File: src/rtl/xlat_pkg.sv
package xlat_pkg;
   typedef enum logic [1:0] {
      LK_IDLE  = 2'd0,
      LK_HIT   = 2'd1,
      LK_MISS  = 2'd2,
      LK_FAULT = 2'd3
   } lk_state_e;
endpackage

File: src/rtl/xlat_match.sv
module xlat_match #(
   parameter int N      = 16,
   parameter int VPN_W  = 20,
   parameter int ASID_W = 8
) (
   input  logic [N-1:0]             ent_valid,
   input  logic [N-1:0][VPN_W-1:0]  ent_vpn,
   input  logic [N-1:0][ASID_W-1:0] ent_asid,
   input  logic [VPN_W-1:0]         key_vpn,
   input  logic [ASID_W-1:0]        key_asid,
   output logic [N-1:0]             match_vec
);
   for (genvar g = 0; g < N; g++) begin : g_cmp
      assign match_vec[g] = ent_valid[g] && (ent_vpn[g] == key_vpn)
                            && (ent_asid[g] == key_asid);
   end
endmodule

File: src/rtl/xlat_plru.sv
module xlat_plru #(
   parameter int N = 16,
   localparam int IW = $clog2(N)
) (
   input  logic          clk,
   input  logic          rst_n,
   input  logic          touch_a_en,
   input  logic [IW-1:0] touch_a_idx,
   input  logic          touch_b_en,
   input  logic [IW-1:0] touch_b_idx,
   output logic [IW-1:0] victim
);
   logic [N-2:0] tree_q, tree_d;

   function automatic logic [N-2:0] walk_touch(input logic [N-2:0] t,
                                                input logic [IW-1:0] w);
      int node;
      node = 0;
      for (int l = 0; l < IW; l++) begin
         logic b;
         b       = w[IW-1-l];
         t[node] = ~b;
         node    = 2 * node + 1 + int'(b);
      end
      return t;
   endfunction

   always_comb begin
      tree_d = tree_q;
      if (touch_a_en) tree_d = walk_touch(tree_d, touch_a_idx);
      if (touch_b_en) tree_d = walk_touch(tree_d, touch_b_idx);
   end

   always_comb begin
      int node;
      node = 0;
      for (int l = 0; l < IW; l++) node = 2 * node + 1 + int'(tree_q[node]);
      victim = IW'(node - (N - 1));
   end

   always_ff @(posedge clk) begin
      if (!rst_n) tree_q <= '0;
      else        tree_q <= tree_d;
   end
endmodule

File: src/rtl/xlat_cache.sv
module xlat_cache
   import xlat_pkg::*;
#(
   parameter int ENTRIES = 16,
   parameter int VPN_W   = 20,
   parameter int ASID_W  = 8,
   parameter int PFN_W   = 20,
   parameter int PERM_W  = 3
) (
   input  logic              clk,
   input  logic              rst_n,
   input  logic              lk_valid,
   input  logic [VPN_W-1:0]  lk_vpn,
   input  logic [ASID_W-1:0] lk_asid,
   output logic              lk_hit,
   output logic              lk_miss,
   output logic              lk_fault,
   output logic [PFN_W-1:0]  lk_pfn,
   output logic [PERM_W-1:0] lk_perm,
   input  logic              fill_valid,
   input  logic [VPN_W-1:0]  fill_vpn,
   input  logic [ASID_W-1:0] fill_asid,
   input  logic [PFN_W-1:0]  fill_pfn,
   input  logic [PERM_W-1:0] fill_perm,
   input  logic              fill_pvalid,
   input  logic              flush_all,
   input  logic              flush_asid_valid,
   input  logic [ASID_W-1:0] flush_asid
);
   localparam int IW = $clog2(ENTRIES);

   if (ENTRIES < 2 || (ENTRIES & (ENTRIES - 1)) != 0) begin : g_bad_entries
      $error("ENTRIES must be a power of two of at least 2");
   end
   if (VPN_W < 1 || ASID_W < 1 || PFN_W < 1 || PERM_W < 1) begin : g_bad_width
      $error("all field widths must be positive");
   end

   logic [ENTRIES-1:0]             ent_valid;
   logic [ENTRIES-1:0]             ent_pv;
   logic [ENTRIES-1:0][VPN_W-1:0]  ent_vpn;
   logic [ENTRIES-1:0][ASID_W-1:0] ent_asid;
   logic [ENTRIES-1:0][PFN_W-1:0]  ent_pfn;
   logic [ENTRIES-1:0][PERM_W-1:0] ent_perm;

   logic [ENTRIES-1:0] lk_vec, fill_vec;
   logic [IW-1:0]      lk_idx, fill_idx, free_idx, victim, fill_slot;
   logic               has_free, fill_take;
   lk_state_e          lk_state;

   xlat_match #(.N(ENTRIES), .VPN_W(VPN_W), .ASID_W(ASID_W)) lk_match_i (
      .ent_valid(ent_valid), .ent_vpn(ent_vpn), .ent_asid(ent_asid),
      .key_vpn(lk_vpn), .key_asid(lk_asid), .match_vec(lk_vec));

   xlat_match #(.N(ENTRIES), .VPN_W(VPN_W), .ASID_W(ASID_W)) fill_match_i (
      .ent_valid(ent_valid), .ent_vpn(ent_vpn), .ent_asid(ent_asid),
      .key_vpn(fill_vpn), .key_asid(fill_asid), .match_vec(fill_vec));

   always_comb begin
      lk_idx   = '0;
      fill_idx = '0;
      free_idx = '0;
      for (int i = 0; i < ENTRIES; i++) begin
         if (lk_vec[i])   lk_idx   = IW'(i);
         if (fill_vec[i]) fill_idx = IW'(i);
      end
      for (int i = ENTRIES - 1; i >= 0; i--)
         if (!ent_valid[i]) free_idx = IW'(i);
   end

   assign has_free  = ~&ent_valid;
   assign fill_take = fill_valid && !flush_all && !flush_asid_valid;
   assign fill_slot = (|fill_vec) ? fill_idx : (has_free ? free_idx : victim);

   xlat_plru #(.N(ENTRIES)) plru_i (
      .clk(clk), .rst_n(rst_n),
      .touch_a_en(lk_valid && (|lk_vec)), .touch_a_idx(lk_idx),
      .touch_b_en(fill_take), .touch_b_idx(fill_slot),
      .victim(victim));

   always_ff @(posedge clk) begin
      if (!rst_n) begin
         ent_valid <= '0;
      end else if (flush_all) begin
         ent_valid <= '0;
      end else if (flush_asid_valid) begin
         for (int i = 0; i < ENTRIES; i++)
            if (ent_asid[i] == flush_asid) ent_valid[i] <= 1'b0;
      end else if (fill_valid) begin
         ent_valid[fill_slot] <= 1'b1;
      end
   end

   always_ff @(posedge clk) begin
      if (fill_take) begin
         ent_vpn[fill_slot]  <= fill_vpn;
         ent_asid[fill_slot] <= fill_asid;
         ent_pfn[fill_slot]  <= fill_pfn;
         ent_perm[fill_slot] <= fill_perm;
         ent_pv[fill_slot]   <= fill_pvalid;
      end
   end

   always_comb begin
      if (!lk_valid)        lk_state = LK_IDLE;
      else if (!(|lk_vec))  lk_state = LK_MISS;
      else if (ent_pv[lk_idx]) lk_state = LK_HIT;
      else                  lk_state = LK_FAULT;
   end

   assign lk_hit   = (lk_state == LK_HIT);
   assign lk_miss  = (lk_state == LK_MISS);
   assign lk_fault = (lk_state == LK_FAULT);
   assign lk_pfn   = lk_hit ? ent_pfn[lk_idx]  : '0;
   assign lk_perm  = lk_hit ? ent_perm[lk_idx] : '0;
endmodule

File: config.mk
export PLATFORM = sky130hd
export DESIGN_NAME = xlat_cache
export DESIGN_NICKNAME = d
export VERILOG_FILES = /design/src/rtl/xlat_pkg.sv /design/src/rtl/xlat_match.sv /design/src/rtl/xlat_plru.sv /design/src/rtl/xlat_cache.sv
export SDC_FILE = /design/constraint.sdc
export NUM_CORES = 2
export LEC_CHECK = 0
export BUFFER_PORTS_ARGS = -buffer_cell sky130_fd_sc_hd__buf_2
export CAP_MARGIN = 20
export CORE_MARGIN = 4
export CORE_UTILIZATION = 45
export DETAILED_ROUTE_END_ITERATION = 16
export SLEW_MARGIN = 5
export SYNTH_ARGS = -nofsm -noshare
export SYNTH_HDL_FRONTEND = slang
export SYNTH_HIERARCHICAL = 1
export SYNTH_SLANG_ARGS = --single-unit
export TNS_END_PERCENT = 50
File: constraint.sdc
create_clock -name clk -period 10.8 [get_ports clk]
set_input_delay 0.54 -clock clk [delete_from_list [all_inputs] [get_ports clk]]
set_output_delay 0.54 -clock clk [all_outputs]
set_load 0.02 [all_outputs]
==> impl_metrics.ini <==
[run_status]
outcome = complete, no violations

[route]
wl_per_cell_microns = 28.9
drt_iter0_drc = 2998
drc = 0
drtAntennaViolNets = 0
vias = 28878
firstDrtPassIters = 6
vias_per_cell = 5.88
totalWireLength_microns = 142000

[global_route]
grt_pass1_vias = 28217
grt_usage_pct = 27.2
antenna_found_initial = 4
grt_pass1_wl_microns = 202000
grt_max_degree = 121
gr-total-overflow = 0

[clock_tree]
post_cts_buffers = 0
clk_pin_slew_ps = 60
clk_path_buf_depth = 3
h-tree-depth = 3
cts_hold_buf = 0
clockRootBuffer = clkbuf_16
cts_tree = built
clkLatencyLatePin_ps = 680
clock_sinks = 863
cts_buffers = 94
cts_resized = 0

[timing]
hold_viol_final = 0
relSlewSlack_pct = 17.8
worst_pin_slew_ps = 1220
rsz0062_at_grt = false
final.setup_skew_ps = 39.3
setup_viol = 0
final-max-slew-violation-count = 0
post-route-min-period_ps = 7570
fmax_ghz = 0.132
period_share_pct = 70.1
hold_ws_ps = 233
tns_ps = 0

[critical_path]
crit_required_ps = 10260
cp-end-kind = primary output
crit_path_start = lk_vpn[17]
critPathKind = in -> out
cp.arrival_ps = 7030
reg2reg_from = ent_asid[45]
worstSetupStartpointType = input port
cp_max_fo = 120
reg2reg_setup_slack_ps = 4740

[synth]
seq_area_frac_synth_pct = 58.6
syn_area_sq_um = 43700
synthesis.nets = 3560
synth_edf_count = 832
syn_inst = 3451
ys_types = 86
async_reset_ff_share_pct = 0
synth_area_per_cell_sq_um = 12.7
yosys_warnings = 6
ys.flop_type = edfxtp_1
ys_seq_elements = 863

[layout]
fill_cells = 8575
syn_to_final_growth_pct = 10.9
layout-drive-gt1-share_pct = 11.7
final_cell_mix = edfxtp_1 (832), xor2_1 (713), nand2_1 (360)
nNetsFinal = 3670
layout_commonest_cell = edfxtp_1

[pwr]
ir_drop_mv = 0.140
finalPower_uw = 7340
cellLeakagePower_uw = 0.0161
power.density_nw_per_um2 = 152

[floorplan]
die_h_microns = 320
die_area_sq_um = 102000
core-area_sq_um = 96400
die_w_microns = 320
ios = 120
rows = 114
start_util_pct = 45.3

[placement]
dp_hpwl_microns = 85300
gp_congestion = 0.906
portBuffers = 119

[job]
cap_violations = 0

[min_path]
holdCritPathClass = in -> reg
holdCritStartpoint = fill_pfn[1]
[through the flow]
stage | setup WS [ps] | std cells | area (sq um) | utilization (%)
after floorplan | 5170 | 3451 | 43700 | -
after global placement | 3430 | 4737 | 45400 | 47.0
after detailed placement | 3390 | 4738 | 45400 | 47.0
after CTS | 3370 | 4904 | 48400 | 50.2
after global routing | 2880 | 4907 | 48400 | 50.2
final | 3230 | 4908 | 48400 | 50.2
[path summary, 6_finish.rpt]
| path | depth (start not counted) | endpoint |
|---|---|---|
| worst max-delay path | 16 | lk_pfn[10] |
| worst min-delay path | 1 | ent_pfn[181] |
| worst max register to register | 13 | ent_pfn[222] |
| worst min register to register | 2 | plru_i/tree_q[14] |
[critical path, stage by stage]
cell and delay (ps):
buf_2 640, xor2_1 150, nor4_1 440, nand4_1 160, nor4_1 950, nor2_1 280
o41ai_2 670, nor2_4 20, buf_4 400, inv_6 810, buf_4 770, mux2i_1 260
o21ai_0 90, nor4_1 310, nor3_2 120, buf_2 200
[Yosys cell counts, types with 9 or more instances]
| master | instances | area [sq um] |
|---|---|---|
| buf_1 | 9 | 33.8 |
| nand3_1 | 162 | 811 |
| nor3_1 | 51 | 255 |
| clkbuf_1 | 47 | 176 |
| xnor2_1 | 313 | 2740 |
| nor3_2 | 21 | 210 |
| buf_4 | 28 | 210 |
| edfxtp_1 | 832 | 25000 |
| buf_2 | 63 | 315 |
| nor2_1 | 50 | 188 |
| nor4_1 | 201 | 1260 |
| nand2_1 | 360 | 1350 |
| mux2i_1 | 36 | 360 |
| ha_1 | 15 | 188 |
| inv_1 | 25 | 93.8 |
| nand2b_1 | 11 | 68.8 |
| a21oi_1 | 94 | 470 |
| dfxtp_1 | 31 | 621 |
| nor2b_1 | 10 | 62.6 |
| xor2_1 | 713 | 6240 |
| o21ai_0 | 47 | 235 |
| nand4_1 | 130 | 813 |
| buf_6 | 58 | 653 |
[area by class of cell]
class | instances | area [sq um] | area share, %
sequential | 863 | 25600 | 52.9
multi-input combinational | 2352 | 16700 | 34.5
clock buffer | 126 | 2510 | 5.19
tap | 1276 | 1600 | 3.30
timing repair buffer | 219 | 1360 | 2.81
clock inverter | 40 | 504 | 1.04
inverter | 31 | 125 | 0.258
antenna | 1 | 2.50 | 0.00517
[sequential cells by signal, summed over array words and instances, names as in the netlist]
signal / flops
ent_pfn: 320
ent_vpn: 320
ent_asid: 128
ent_perm: 48
ent_pv: 16
ent_valid: 16
plru_i/tree_q: 15
[cell families after synthesis]
| logic type | after synthesis | share of synthesized area (%) |
|---|---|---|
| fa+ha+maj | 15 | 0.430 |
| buf+inv | 236 | 3.46 |
| mux | 42 | 0.986 |
| xor+xnor | 1026 | 20.6 |
| flops | 863 | 58.6 |
| compound gates | 233 | 3.58 |
| simple gates | 1036 | 12.3 |
[per-layer routing]
metal,track usage [%],vias to the layer above,part of all wire (%)
met5,0,-,0.019
li1,-,12653,-
met1,36.2,14565,41
met2,43.8,1302,46
met4,12.5,4,5.3
met3,4.50,354,7.7
[power by group]
group / total, uW / leakage (uW) / switching, uW / internal, uW
Clock: 3190 / 0.00145 / 1360 / 1830
Sequential: 3680 / 0.00773 / 6.11 / 3680
Combinational: 471 / 0.00688 / 332 / 139
Total: 7340 / 0.0161 / 1700 / 5650
Note: power is estimated with default switching activity, not from simulation.
